--- src/rtl/xfer_pkg.sv ---
package xfer_pkg;

  typedef enum logic [3:0] {
    XM_REL8      = 4'd0,
    XM_BLK11     = 4'd1,
    XM_RGN16     = 4'd2,
    XM_ABS24     = 4'd3,
    XM_WIND      = 4'd4,
    XM_WIND_DISP = 4'd5,
    XM_DIND      = 4'd6,
    XM_DIND_DISP = 4'd7
  } xfer_mode_e;

  localparam int unsigned XFER_MODE_W = 4;

endpackage

--- src/rtl/xfer_direct_calc.sv ---
module xfer_direct_calc
  import xfer_pkg::*;
#(
  parameter int unsigned AW   = 24,
  parameter int unsigned RELW = 8,
  parameter int unsigned BLKW = 11,
  parameter int unsigned RGNW = 16
) (
  input  logic [XFER_MODE_W-1:0] mode,
  input  logic [AW-1:0]          next_pc,
  input  logic [AW-1:0]          imm,
  output logic [AW-1:0]          tgt,
  output logic                   hit
);

  localparam logic [AW-1:0] BLK_MASK = AW'((64'd1 << BLKW) - 64'd1);
  localparam logic [AW-1:0] RGN_MASK = AW'((64'd1 << RGNW) - 64'd1);

  function automatic logic [AW-1:0] f_rel(input logic [AW-1:0] base,
                                          input logic [RELW-1:0] off);
    return base + AW'($signed(off));
  endfunction

  function automatic logic [AW-1:0] f_splice(input logic [AW-1:0] base,
                                             input logic [AW-1:0] val,
                                             input logic [AW-1:0] mask);
    return (base & ~mask) | (val & mask);
  endfunction

  always_comb begin
    tgt = next_pc;
    hit = 1'b1;
    case (mode)
      XM_REL8:  tgt = f_rel(next_pc, imm[RELW-1:0]);
      XM_BLK11: tgt = f_splice(next_pc, imm, BLK_MASK);
      XM_RGN16: tgt = f_splice(next_pc, imm, RGN_MASK);
      XM_ABS24: tgt = imm;
      default:  hit = 1'b0;
    endcase
  end

endmodule

--- src/rtl/xfer_indirect_calc.sv ---
module xfer_indirect_calc
  import xfer_pkg::*;
#(
  parameter int unsigned AW    = 24,
  parameter int unsigned WW    = 16,
  parameter int unsigned DISPW = 16
) (
  input  logic [XFER_MODE_W-1:0] mode,
  input  logic [AW-1:0]          reg_v,
  input  logic [DISPW-1:0]       disp,
  output logic [AW-1:0]          tgt,
  output logic                   hit
);

  localparam int unsigned PADW = AW - WW;

  function automatic logic [AW-1:0] f_word(input logic [WW-1:0] base,
                                           input logic [DISPW-1:0] d,
                                           input logic use_d);
    logic [WW-1:0] sum;
    sum = base + (use_d ? WW'($signed(d)) : '0);
    return {{PADW{1'b0}}, sum};
  endfunction

  function automatic logic [AW-1:0] f_dword(input logic [AW-1:0] base,
                                            input logic [DISPW-1:0] d,
                                            input logic use_d);
    return base + (use_d ? AW'($signed(d)) : '0);
  endfunction

  always_comb begin
    tgt = '0;
    hit = 1'b1;
    case (mode)
      XM_WIND:      tgt = f_word(reg_v[WW-1:0], disp, 1'b0);
      XM_WIND_DISP: tgt = f_word(reg_v[WW-1:0], disp, 1'b1);
      XM_DIND:      tgt = f_dword(reg_v, disp, 1'b0);
      XM_DIND_DISP: tgt = f_dword(reg_v, disp, 1'b1);
      default:      hit = 1'b0;
    endcase
  end

endmodule

--- src/rtl/xfer_target_gen.sv ---
module xfer_target_gen
  import xfer_pkg::*;
#(
  parameter int unsigned AW    = 24,
  parameter int unsigned RELW  = 8,
  parameter int unsigned BLKW  = 11,
  parameter int unsigned RGNW  = 16,
  parameter int unsigned WW    = 16,
  parameter int unsigned DISPW = 16
) (
  input  logic                   clk,
  input  logic                   rst_n,
  input  logic                   start_i,
  input  logic [XFER_MODE_W-1:0] mode_i,
  input  logic [AW-1:0]          next_pc_i,
  input  logic [AW-1:0]          imm_i,
  input  logic [AW-1:0]          reg_i,
  output logic [AW-1:0]          target_o,
  output logic                   valid_o,
  output logic                   err_o
);

  logic [AW-1:0] dir_tgt;
  logic [AW-1:0] ind_tgt;
  logic [AW-1:0] nxt_tgt;
  logic          dir_hit;
  logic          ind_hit;
  logic          mode_bad;

  xfer_direct_calc #(
    .AW(AW), .RELW(RELW), .BLKW(BLKW), .RGNW(RGNW)
  ) u_direct (
    .mode    (mode_i),
    .next_pc (next_pc_i),
    .imm     (imm_i),
    .tgt     (dir_tgt),
    .hit     (dir_hit)
  );

  xfer_indirect_calc #(
    .AW(AW), .WW(WW), .DISPW(DISPW)
  ) u_indirect (
    .mode  (mode_i),
    .reg_v (reg_i),
    .disp  (imm_i[DISPW-1:0]),
    .tgt   (ind_tgt),
    .hit   (ind_hit)
  );

  assign mode_bad = !(dir_hit || ind_hit);

  always_comb begin
    if (dir_hit)      nxt_tgt = dir_tgt;
    else if (ind_hit) nxt_tgt = ind_tgt;
    else              nxt_tgt = next_pc_i;
  end

  always_ff @(posedge clk or negedge rst_n) begin
    if (!rst_n) begin
      target_o <= '0;
      err_o    <= 1'b0;
      valid_o  <= 1'b0;
    end else begin
      valid_o <= start_i;
      if (start_i) begin
        target_o <= nxt_tgt;
        err_o    <= mode_bad;
      end
    end
  end

endmodule

--- config.mk ---
export PLATFORM = sky130hd
export DESIGN_NAME = xfer_target_gen
export DESIGN_NICKNAME = d
export VERILOG_FILES = /design/src/rtl/xfer_pkg.sv /design/src/rtl/xfer_direct_calc.sv /design/src/rtl/xfer_indirect_calc.sv /design/src/rtl/xfer_target_gen.sv
export SDC_FILE = /design/constraint.sdc
export NUM_CORES = 1
export LEC_CHECK = 0
export BUFFER_PORTS_ARGS = -buffer_cell sky130_fd_sc_hd__buf_2
export CORE_MARGIN = 8
export CORE_UTILIZATION = 45
export DETAILED_ROUTE_END_ITERATION = 16
export PLACE_DENSITY = 0.77
export SETUP_SLACK_MARGIN = 0.3
export SLEW_MARGIN = 20
export SYNTH_ARGS = -nofsm -noshare
export SYNTH_HDL_FRONTEND = slang
export SYNTH_SLANG_ARGS = --single-unit
--- constraint.sdc ---
create_clock -name clk -period 1.6 [get_ports clk]
set_clock_uncertainty 0.2 [all_clocks]
set_input_delay 0.32 -clock clk [delete_from_list [all_inputs] [get_ports clk]]
set_output_delay 0.32 -clock clk [all_outputs]
set_load 0.005 [all_outputs]
==> impl_metrics.ini <==
[routing]
wl_um = 21700
ant_nets = 0
first_iter_violations = 428
vias_per_cell = 6.23
vias = 6329
drc = 0
wl_per_cell_um = 21.3
first_pass_iters = 5

[setup_path]
cp_slowest_stage_delay_ns = 0.37
path_cells = buf_8 -> ha_4 -> fa_2 -> a211oi_4 -> o21ai_2 -> a41oi_2 -> o22ai_2 -> o41ai_4 -> xor2_1 -> o221ai_1 -> o21a_1
rr_worst_depth = 4
worstPathArrival_ns = 2.55
crit_type = primary input to register
reg2reg_from = target_o[23]
critPathLaunchType = primary input
r2r_slack_ns = 0.11
crit_fanout = 3
crit_path_end_kind = register
worstPathRequired_ns = 1.57
slowest_stage = fa_2
rr_endpoint = target_o[23]

[floorplan]
die-area_um2 = 13200
rows = 36
die_x_um = 115
core_area_um2 = 9640
die_y_um = 115
io_pins = 105
initial_core_util_pct = 45.6

[logic_synthesis]
synth_cell_type_count = 69
async_flop_share_pct = 100
synth_flop_cell = dfrtp_1
ys_ff_latch = 26
synthCells = 581
ys_warn_count = 0
synthesis.area_um2 = 4390
syn_nets = 708
synth_edf_count = 0
syn_area_per_cell_um2 = 7.56
yosysSeqAreaShare_pct = 14.8

[final_layout]
final_util_pct = 82.2
fin_area_um2 = 7920
nFillCells = 599
nets = 1011
drive_gt1_share_pct = 54.2
n_antenna_cell = 0
syn2layout_area_growth_pct = 80.4

[power_and_ir_drop]
power_leakage_nw = 3.55
powerDensity_nw_per_um2 = 542
ir_drop_mv = 0.449

[outcome]
violations = negative setup slack
status = finished, violations left

[clocking]
clk_pin_slew_worst_paths_ns = 0.10
cts.sinks = 26
cts-root-buf = clkbuf_8
clockBufferDepth = 2
cts_inserted_buffers = 3
tritoncts = yes
htreeDepth = 1
clk-insertion-delay-late_ns = 0.29

[sta]
rsz0062_at_grt = yes
worstMarginPinSlew_ns = 0.803
timing.final.crit_share_pct = 161
setup-violations-final = 24
final_hold_viol_count = 0
fin_crit_ns = 2.58
max_freq_mhz = 388
final_max_slew_viol_count = 0
final.setup.worst_slack_ns = -0.978
max-slew-margin-rel_pct = 46.3

[global_routing]
antenna_found_initial = 0
grt_pass1_vias = 6547
grt_usage_pct = 30.1
grt_max_degree = 32
grt_first_pass_wirelength_um = 31700
overflow = 0

[place]
io_buffers = 104
place_hpwl_um = 15100
placedInstanceArea_um2 = 6560
globalplace.congestion = 0.925

[job]
cap_violations = 0

[min_path]
min_to = valid_o
hold_path.startpoint = start_i
hp-class = primary input to register
whs_path_depth = 2
-- synth_stat cells, types with 4 or more instances --
| master | n | area [um2] |
|---|---|---|
| nand2_1 | 54 | 203 |
| mux2i_1 | 11 | 110 |
| nor2b_1 | 7 | 43.8 |
| a221oi_1 | 7 | 61.3 |
| o2111ai_1 | 4 | 35.0 |
| xnor2_1 | 16 | 140 |
| inv_1 | 9 | 33.8 |
| o21bai_1 | 8 | 60.1 |
| o21ai_0 | 31 | 155 |
| nand2b_1 | 8 | 50.1 |
| mux2_2 | 11 | 124 |
| nor3_1 | 9 | 45.0 |
| or2_2 | 4 | 25.0 |
| a21o_1 | 21 | 158 |
| nand3b_1 | 5 | 37.5 |
| o31ai_1 | 4 | 30.0 |
| xor2_1 | 14 | 123 |
| ha_1 | 46 | 576 |
| nand4_1 | 6 | 37.5 |
| dfrtp_1 | 26 | 651 |
| nor2_1 | 56 | 210 |
| o21a_1 | 8 | 60.1 |
| clkbuf_1 | 22 | 82.6 |
| nand3_1 | 10 | 50.1 |
| and3_1 | 10 | 62.6 |
| a211oi_1 | 14 | 105 |
| a21oi_1 | 72 | 360 |
| a22oi_1 | 8 | 60.1 |
| a31oi_1 | 8 | 50.1 |
| o211ai_1 | 15 | 113 |
-- per-layer routing --
layer	part of all wire (%)	global-route usage, %
met1	35	30.3
met2	50	54.8
met3	7.3	4.94
met4	8.3	23.1
met5	0	0
-- power breakdown --
| group | internal (mW) | total (mW) | leakage (nW) | switching (mW) |
|---|---|---|---|---|
| Clock | 0.336 | 0.589 | 0.0357 | 0.253 |
| Combinational | 1.48 | 2.90 | 3.21 | 1.43 |
| Sequential | 0.740 | 0.804 | 0.298 | 0.0635 |
-- cell type report --
class	instances	area (um2)	share of cell area [%]
Sequential cell	26	651	8.21
Multi-Input combinational cell	518	4560	57.6
Clock buffer	3	41.3	0.521
Tap cell	133	166	2.10
Clock inverter	1	30.0	0.379
Inverter	9	33.8	0.426
Timing Repair Buffer	326	2440	30.8
-- how the worst max path moves through the flow --
stage          depth (start not counted)            to  startpoint
3_5_place_dp                          12  target_o[16]    imm_i[0]
3_3_place_gp                          12  target_o[22]    imm_i[4]
4_1_cts                               12  target_o[16]    imm_i[0]
5_1_grt                               11  target_o[18]    imm_i[0]
6_report                              11  target_o[18]    imm_i[0]
2_1_floorplan                         11  target_o[16]    imm_i[0]
-- logic make-up (layout without fill, tap and decap cells) --
| family | count (synthesis) | count (layout) | share of synthesized area (%) |
|---|---|---|---|
| simple gates | 187 | 188 | 20.7 |
| flops | 26 | 26 | 14.8 |
| fa+ha+maj | 48 | 48 | 14.0 |
| compound gates | 230 | 230 | 35.8 |
| xor+xnor | 30 | 30 | 5.98 |
| buf+inv | 38 | 339 | 3.36 |
| mux | 22 | 22 | 5.33 |
-- metrics by stage --
stage / hold WS, ns / TNS (ns) / instances / worst slack (ns) / total power, mW
after global routing: 0.132 / -18.13 / 1016 / -1.08 / 4.50
after CTS: 0.130 / -14.84 / 993 / -0.917 / 3.94
after global placement: 0.0523 / -24.85 / 966 / -1.31 / 2.93
after detailed placement: 0.0688 / -26.23 / 966 / -1.39 / 3.00
after floorplan: -0.176 / -14.97 / 581 / -1.03 / 1.99
final: 0.132 / -16.48 / 1016 / -0.978 / 4.29
-- placed cells by master, fill, tap and decap left out, types with 9 or more instances in the layout --
| cell type | count |
|---|---|
| xnor2_1 | 11 |
| o211ai_1 | 15 |
| xor2_1 | 12 |
| a21o_1 | 21 |
| ha_1 | 17 |
| mux2_2 | 10 |
| mux2i_1 | 10 |
| buf_2 | 89 |
| nand2_1 | 47 |
| buf_6 | 26 |
| o21ai_0 | 16 |
| nor3_1 | 9 |
| buf_4 | 199 |
| dfrtp_1 | 26 |
| a21oi_1 | 44 |
| a21oi_2 | 25 |
| nor2_1 | 54 |
| ha_4 | 29 |
| nand3_1 | 10 |
-- worst max-delay path, delay by kind of cell --
family | cells | cell delay (ns)
AO/OA/AOI/OAI | 7 | 1.39
XOR/XNOR | 1 | 0.20
adder cells (fa/ha/maj) | 2 | 0.52
buffers and inverters | 1 | 0.11
-- repair_timing --
item / in CTS / in global routing
endpoints found under the hold margin: 12 / 0
hold buffers: 1 / 0
setup endpoints to repair: 49 / 50
resized for setup: 137 / 50
cloned: 1 / 0
setup buffers: 21 / 23
pin swaps: 97 / 55
-- registers in the layout, summed over array words and instances, names as in the netlist --
name	flops
err_o	1
target_o	24
valid_o	1
Note: power is estimated with default switching activity, not from simulation.
